$ cat src/rtl/irq_vec_pkg.sv
package irq_vec_pkg;
    localparam int NSRC  = 64;
    localparam int DW    = 32;
    localparam int PW    = 4;
    localparam int AW    = 7;
    localparam int IDXW  = $clog2(NSRC);
    localparam int GRP   = DW / PW;          // sources per priority word
    localparam int NGRP  = NSRC / GRP;
    localparam int WW    = AW - 2;           // word index width

    typedef logic [IDXW-1:0] src_t;
    typedef logic [PW-1:0]   prio_t;

    typedef struct packed {
        logic  valid;
        src_t  idx;
        prio_t prio;
    } win_t;

    // word indices (byte address / 4)
    localparam logic [WW-1:0] WD_CTRL  = 5'd0;
    localparam logic [WW-1:0] WD_THR   = 5'd1;
    localparam logic [WW-1:0] WD_SETN  = 5'd2;
    localparam logic [WW-1:0] WD_CLRN  = 5'd3;
    localparam logic [WW-1:0] WD_ENH   = 5'd4;
    localparam logic [WW-1:0] WD_ENL   = 5'd5;
    localparam logic [WW-1:0] WD_PATHH = 5'd6;
    localparam logic [WW-1:0] WD_PATHL = 5'd7;
    localparam logic [WW-1:0] WD_NVEC  = 5'd16;
    localparam logic [WW-1:0] WD_FVEC  = 5'd17;
    localparam logic [WW-1:0] WD_RAWH  = 5'd18;
    localparam logic [WW-1:0] WD_RAWL  = 5'd19;
    localparam logic [WW-1:0] WD_FRCH  = 5'd20;
    localparam logic [WW-1:0] WD_FRCL  = 5'd21;
    localparam logic [WW-1:0] WD_NPH   = 5'd22;
    localparam logic [WW-1:0] WD_NPL   = 5'd23;
    localparam logic [WW-1:0] WD_FPH   = 5'd24;
    localparam logic [WW-1:0] WD_FPL   = 5'd25;

    localparam logic [4:0] THR_RESET = 5'h1F;

    // priority words occupy indices 8..15, group index runs downward
    function automatic logic is_prio_word(logic [WW-1:0] w);
        return w[WW-1:3] == 2'b01;
    endfunction

    function automatic logic [2:0] prio_group(logic [WW-1:0] w);
        return ~w[2:0];
    endfunction

    function automatic logic [DW-1:0] vec_word(win_t w);
        return w.valid ? {16'(w.idx), 16'(w.prio)} : '1;
    endfunction
endpackage

$ cat src/rtl/irq_vec_regs.sv
module irq_vec_regs
    import irq_vec_pkg::*;
(
    input  logic                      clk,
    input  logic                      rst,
    input  logic                      we,
    input  logic [WW-1:0]             word,
    input  logic [DW-1:0]             wdata,
    output logic [DW-1:0]             ctrl_q,
    output logic [4:0]                thr_q,
    output logic [NSRC-1:0]           en_q,
    output logic [NSRC-1:0]           path_q,
    output logic [NSRC-1:0]           frc_q,
    output logic [NSRC-1:0][PW-1:0]   prio_q
);
    logic num_ok;
    assign num_ok = (wdata[DW-1:IDXW] == '0);

    always_ff @(posedge clk) begin
        if (rst) begin
            ctrl_q <= '0;
            thr_q  <= THR_RESET;
            en_q   <= '0;
            path_q <= '0;
            frc_q  <= '0;
        end else if (we) begin
            case (word)
                WD_CTRL:  ctrl_q <= wdata;
                WD_THR:   thr_q  <= wdata[4:0];
                WD_SETN:  if (num_ok) en_q[wdata[IDXW-1:0]] <= 1'b1;
                WD_CLRN:  if (num_ok) en_q[wdata[IDXW-1:0]] <= 1'b0;
                WD_ENH:   en_q[NSRC-1:DW]   <= wdata;
                WD_ENL:   en_q[DW-1:0]      <= wdata;
                WD_PATHH: path_q[NSRC-1:DW] <= wdata;
                WD_PATHL: path_q[DW-1:0]    <= wdata;
                WD_FRCH:  frc_q[NSRC-1:DW]  <= wdata;
                WD_FRCL:  frc_q[DW-1:0]     <= wdata;
                default: ;
            endcase
        end
    end

    for (genvar g = 0; g < NGRP; g++) begin : g_prio
        localparam logic [WW-1:0] MY_WORD = WW'(8 + (NGRP - 1 - g));
        always_ff @(posedge clk) begin
            if (rst)
                prio_q[g*GRP +: GRP] <= '0;
            else if (we && word == MY_WORD)
                prio_q[g*GRP +: GRP] <= wdata;
        end
    end
endmodule

$ cat src/rtl/irq_vec_arb.sv
module irq_vec_arb
    import irq_vec_pkg::*;
#(
    parameter bit BY_PRIO = 1'b1
)(
    input  logic [NSRC-1:0]         pend,
    input  logic [NSRC-1:0][PW-1:0] prio,
    output win_t                    win
);
    // ascending scan: a later (higher-numbered) source replaces an equal one
    if (BY_PRIO) begin : g_prio
        always_comb begin
            win = '0;
            for (int i = 0; i < NSRC; i++) begin
                if (pend[i] && (!win.valid || prio[i] >= win.prio)) begin
                    win.valid = 1'b1;
                    win.idx   = src_t'(i);
                    win.prio  = prio[i];
                end
            end
        end
    end else begin : g_num
        always_comb begin
            win = '0;
            for (int i = 0; i < NSRC; i++) begin
                if (pend[i]) begin
                    win.valid = 1'b1;
                    win.idx   = src_t'(i);
                    win.prio  = prio[i];
                end
            end
        end
    end
endmodule

$ cat src/rtl/irq_vec_ctrl.sv
module irq_vec_ctrl
    import irq_vec_pkg::*;
(
    input  logic            clk,
    input  logic            rst,
    input  logic [AW-1:0]   bus_addr,
    input  logic            bus_we,
    input  logic [DW-1:0]   bus_wdata,
    output logic [DW-1:0]   bus_rdata,
    input  logic [NSRC-1:0] src_in,
    output logic            nreq_o,
    output logic            freq_o
);
    logic [WW-1:0]           word;
    logic [1:0]              unused_lsb;
    logic [DW-1:0]           ctrl_q;
    logic [4:0]              thr_q;
    logic [NSRC-1:0]         en_q, path_q, frc_q;
    logic [NSRC-1:0][PW-1:0] prio_q;
    logic [NSRC-1:0]         raw, npend, fpend, elig;
    win_t                    nwin, fwin, nwin_q, fwin_q;

    assign word       = bus_addr[AW-1:2];
    assign unused_lsb = bus_addr[1:0];

    irq_vec_regs u_regs (
        .clk    (clk),
        .rst    (rst),
        .we     (bus_we),
        .word   (word),
        .wdata  (bus_wdata),
        .ctrl_q (ctrl_q),
        .thr_q  (thr_q),
        .en_q   (en_q),
        .path_q (path_q),
        .frc_q  (frc_q),
        .prio_q (prio_q)
    );

    assign raw   = src_in | frc_q;
    assign npend = raw & en_q & ~path_q;
    assign fpend = raw & en_q &  path_q;

    for (genvar i = 0; i < NSRC; i++) begin : g_thr
        assign elig[i] = npend[i] && ({1'b0, prio_q[i]} > thr_q);
    end

    irq_vec_arb #(.BY_PRIO(1'b1)) u_narb (.pend(elig),  .prio(prio_q), .win(nwin));
    irq_vec_arb #(.BY_PRIO(1'b0)) u_farb (.pend(fpend), .prio(prio_q), .win(fwin));

    always_ff @(posedge clk) begin
        if (rst) begin
            nwin_q <= '0;
            fwin_q <= '0;
        end else begin
            nwin_q <= nwin;
            fwin_q <= fwin;
        end
    end

    assign nreq_o = nwin_q.valid;
    assign freq_o = fwin_q.valid;

    always_comb begin
        bus_rdata = '0;
        if (is_prio_word(word)) begin
            bus_rdata = prio_q[prio_group(word)*GRP +: GRP];
        end else begin
            case (word)
                WD_CTRL:  bus_rdata = ctrl_q;
                WD_THR:   bus_rdata = {{(DW-5){1'b0}}, thr_q};
                WD_ENH:   bus_rdata = en_q[NSRC-1:DW];
                WD_ENL:   bus_rdata = en_q[DW-1:0];
                WD_PATHH: bus_rdata = path_q[NSRC-1:DW];
                WD_PATHL: bus_rdata = path_q[DW-1:0];
                WD_NVEC:  bus_rdata = vec_word(nwin_q);
                WD_FVEC:  bus_rdata = vec_word(fwin_q);
                WD_RAWH:  bus_rdata = raw[NSRC-1:DW];
                WD_RAWL:  bus_rdata = raw[DW-1:0];
                WD_FRCH:  bus_rdata = frc_q[NSRC-1:DW];
                WD_FRCL:  bus_rdata = frc_q[DW-1:0];
                WD_NPH:   bus_rdata = npend[NSRC-1:DW];
                WD_NPL:   bus_rdata = npend[DW-1:0];
                WD_FPH:   bus_rdata = fpend[NSRC-1:DW];
                WD_FPL:   bus_rdata = fpend[DW-1:0];
                default:  bus_rdata = '0;
            endcase
        end
    end
endmodule

$ cat config.mk
export PLATFORM = sky130hd
export DESIGN_NAME = irq_vec_ctrl
export DESIGN_NICKNAME = d
export VERILOG_FILES = /design/src/rtl/irq_vec_pkg.sv /design/src/rtl/irq_vec_regs.sv /design/src/rtl/irq_vec_arb.sv /design/src/rtl/irq_vec_ctrl.sv
export SDC_FILE = /design/constraint.sdc
export NUM_CORES = 2
export LEC_CHECK = 0
export CORE_MARGIN = 8
export CORE_UTILIZATION = 45
export DETAILED_ROUTE_END_ITERATION = 7
export DONT_BUFFER_PORTS = 1
export SLEW_MARGIN = 30
export SYNTH_ARGS = -nofsm -noshare
export SYNTH_HDL_FRONTEND = slang
export SYNTH_HIERARCHICAL = 1
export SYNTH_SLANG_ARGS = --single-unit
$ cat constraint.sdc
create_clock -name clk -period 371.7 [get_ports clk]
set_clock_uncertainty 0.15 [all_clocks]
set_input_delay 74.34 -clock clk [delete_from_list [all_inputs] [get_ports clk]]
set_output_delay 74.34 -clock clk [all_outputs]
set_load 0.1 [all_outputs]
==> metrics.cfg <==
[floorplan]
die_height_um=344.2
start_util_pct=45.35
die-area_um2=118500
coreArea_um2=106900
fp.dieW_um=344.2
rows=120
io-pin-count=140

[final_layout]
fillCellCount=10780
syn2layout_area_growth_pct=7.891
layout-drive-gt1-share_pct=9.208
final_cell_mix=nand2_1 (1138), a21oi_1 (833), dfxtp_1 (503)
fin_nets=6958
final_area_um2=52300
final_common_cell=nand2_1

[worst_setup_path]
crit_arrival_ns=183.73
start_kind=primary input
cp_slowest_cell=a21oi_1
worstSetupPathType=in2reg
r2r_slack_ns=260.41
required_ns=372.10
slowest_delay_ns=0.71
path_max_fanout=17
worst_setup_path_end_kind=flip-flop
r2r_cells=480
crit_top_cell=ha_1
reg2reg_from=u_regs/thr_q[1]
r2r_end=nwin_q[9]

[timing]
drv_slew=119
period_minus_slack_ns=183.33
tightest_slew_ns=1.724
fin_crit_sh_pct=49.32
clock.fmax_ghz=0.005455
setup_slack_ns=188.37
relSlewSlack_pct=-14.96
hold_viol=0
setup_tns_ns=0
hold_ws_ns=0.3090
rsz0062_at_grt=false
setup_viol=0

[worst_hold_path]
whs_path_depth=2
hold_path.class=reg2reg
min_from=u_regs/ctrl_q[14]
holdPathEnd=u_regs/ctrl_q[14]

[cts]
cts.clk_slew.worst_paths_ns=0.06
cts_max_path_buffers=3
cts_tree=yes
numCtsBuffers=60
htreeDepth=2
postCtsSetupBuffers=0
cts_resized=0
cts.root.buffer_cell=clkbuf_16
clock_sinks=507
clk-insertion-delay-late_ns=0.72
cts_hold_buf=0

[yosys]
synth-edff-count=0
ys_seq_area_share_pct=20.94
ys_warn_count=6
ys_ff_latch=507
syn_inst=6562
postSynthAreaPerCell_um2=7.387
ys.flop_type=dfxtp_1
synth.net_count=7121
synthArstFlopShare_pct=0
synthesis.area_um2=48480
yosysUniqueCellTypes=137

[grt]
use_met2_pct=63.60
grt.overflow.total=0
grt_max_degree=509
grtUsageMet1_pct=53.91
grt_use_total_pct=43.25
grt_pass1_vias=48180
grt_pass1_wl_um=370500
antenna_found_initial=30
top_usage_layer=met2
use_met3_pct=12.46

[outcome]
violations=design-rule violations, max-slew violations
status=complete, but fails checks

[placement]
place_area_um2=50030
numPortBuffers=0
pre_cts_ws_ns=188.71
gp_congestion=1.056
hpwl_um=196500

[drt]
drtAntennaViolNets=0
route.detailed.drc=2
vias_per_cell=6.917
drt_iter0_drc=8393
wire_per_inst_um=34.14
routed-via-count=54480
detail_route.wirelength_um=268900
first_pass_iters=8

[pwr]
power_uw=130.0
power.leakage_nw=18.88
p_per_area_nw_per_um2=2.487
irDropWorstVdd_uv=3.833

[flow_run]
drv_cap=0

==> layer usage <==
metal	part of all wire, %	up-vias	wire length [um]
li1	-	23880	-
met1	38	25920	101400
met2	41	3771	110400
met3	12	903	33040
met4	8.9	16	23990
met5	0.039	-	104
==> stage by stage <==
step,std cells,utilization [%]
2_1_floorplan,6562,-
3_3_place_gp,7734,46.57
3_5_place_dp,7739,46.80
4_1_cts,7853,48.79
5_1_grt,7856,48.87
6_report,7877,48.92
==> critical path, delay by kind of cell <==
family	cells	cell delay, ns
AND/OR/NAND/NOR	140	24.88
adder cells (fa/ha/maj)	71	19.81
multiplexers	17	5.97
AO/OA/AOI/OAI	228	56.35
buffers and inverters	20	2.24
==> power breakdown <==
part | switching [mW] | internal (mW) | total, mW
Clock | 0.0280 | 0.0375 | 0.0656
Sequential | 0.00109 | 0.0547 | 0.0558
Combinational | 0.00594 | 0.00267 | 0.00863
==> worst max path at each step <==
stage          slack (ns)      start        end  cells after the start
2_1_floorplan      203.76  src_in[0]  nwin_q[9]                    496
3_3_place_gp       189.45  src_in[0]  nwin_q[9]                    478
3_5_place_dp       188.71  src_in[0]  nwin_q[9]                    476
4_1_cts            188.92  src_in[0]  nwin_q[9]                    476
5_1_grt            179.70  src_in[0]  nwin_q[9]                    473
6_report           188.37  src_in[0]  nwin_q[9]                    476
==> layout make-up <==
| class | instances | area, um2 | area share (%) |
|---|---|---|---|
| multi-input cells | 5284 | 35360 | 67.61 |
| flip-flops and latches | 507 | 10160 | 19.43 |
| well taps | 1403 | 1755 | 3.356 |
| clock buffers | 81 | 1730 | 3.309 |
| inverters | 386 | 1453 | 2.778 |
| repair buffers | 160 | 1386 | 2.651 |
| clock inverters | 33 | 399.1 | 0.7632 |
| diodes | 23 | 57.56 | 0.1100 |
==> flip-flops by register name (all words and copies together) (netlist names) <==
| register | flops |
|---|---|
| u_regs/prio_q | 256 |
| u_regs/en_q | 64 |
| u_regs/frc_q | 64 |
| u_regs/path_q | 64 |
| u_regs/ctrl_q | 32 |
| fwin_q | 10 |
| nwin_q | 10 |
| u_regs/thr_q | 5 |
| freq_o | 1 |
| nreq_o | 1 |
==> synth_stat cells, types with 21 or more instances <==
library cell,n,area share [%]
a221oi_1,49,0.89
a22oi_1,53,0.82
a311oi_1,74,1.3
o31ai_1,35,0.54
a221o_1,26,0.54
nand3b_1,27,0.42
a21oi_1,834,8.6
mux2i_1,55,1.1
ha_1,453,12
a31oi_1,30,0.39
nand2_1,1139,8.8
mux2_2,36,0.84
o21bai_1,23,0.36
nor4_1,88,1.1
a41oi_1,21,0.38
clkbuf_1,246,1.9
inv_1,384,3.0
a211oi_1,103,1.6
buf_2,86,0.89
nor2_1,306,2.4
nor3_1,87,0.90
nand2b_1,183,2.4
dfxtp_1,507,21
o21a_1,65,1.0
a41o_1,31,0.64
o21ai_0,314,3.2
o22ai_1,23,0.30
a21o_1,85,1.3
mux4_2,64,3.0
nand3_1,90,0.93
a21boi_0,25,0.39
nand4_1,65,0.84
o211ai_1,63,0.98
or3_1,21,0.27
and3_1,37,0.48
or2_2,32,0.41
a2111oi_0,24,0.43
o2111ai_1,22,0.40
nor2b_1,161,2.1
buf_4,23,0.36
and2_1,67,0.86
==> cells by family (layout without fill, tap and decap cells) <==
group | count (synthesis) | after routing | share of synthesized area, %
AND/OR/NAND/NOR | 2453 | 2453 | 24.71
AO/OA/AOI/OAI | 2210 | 2210 | 30.68
buffers and inverters | 771 | 660 | 6.737
flip-flops | 507 | 507 | 20.94
adder cells (fa/ha/maj) | 462 | 462 | 11.88
multiplexers | 157 | 157 | 5.020
XOR/XNOR | 2 | 2 | 0.03614
other | 0 | 23 | 0
Note: power is estimated with default switching activity, not from simulation.
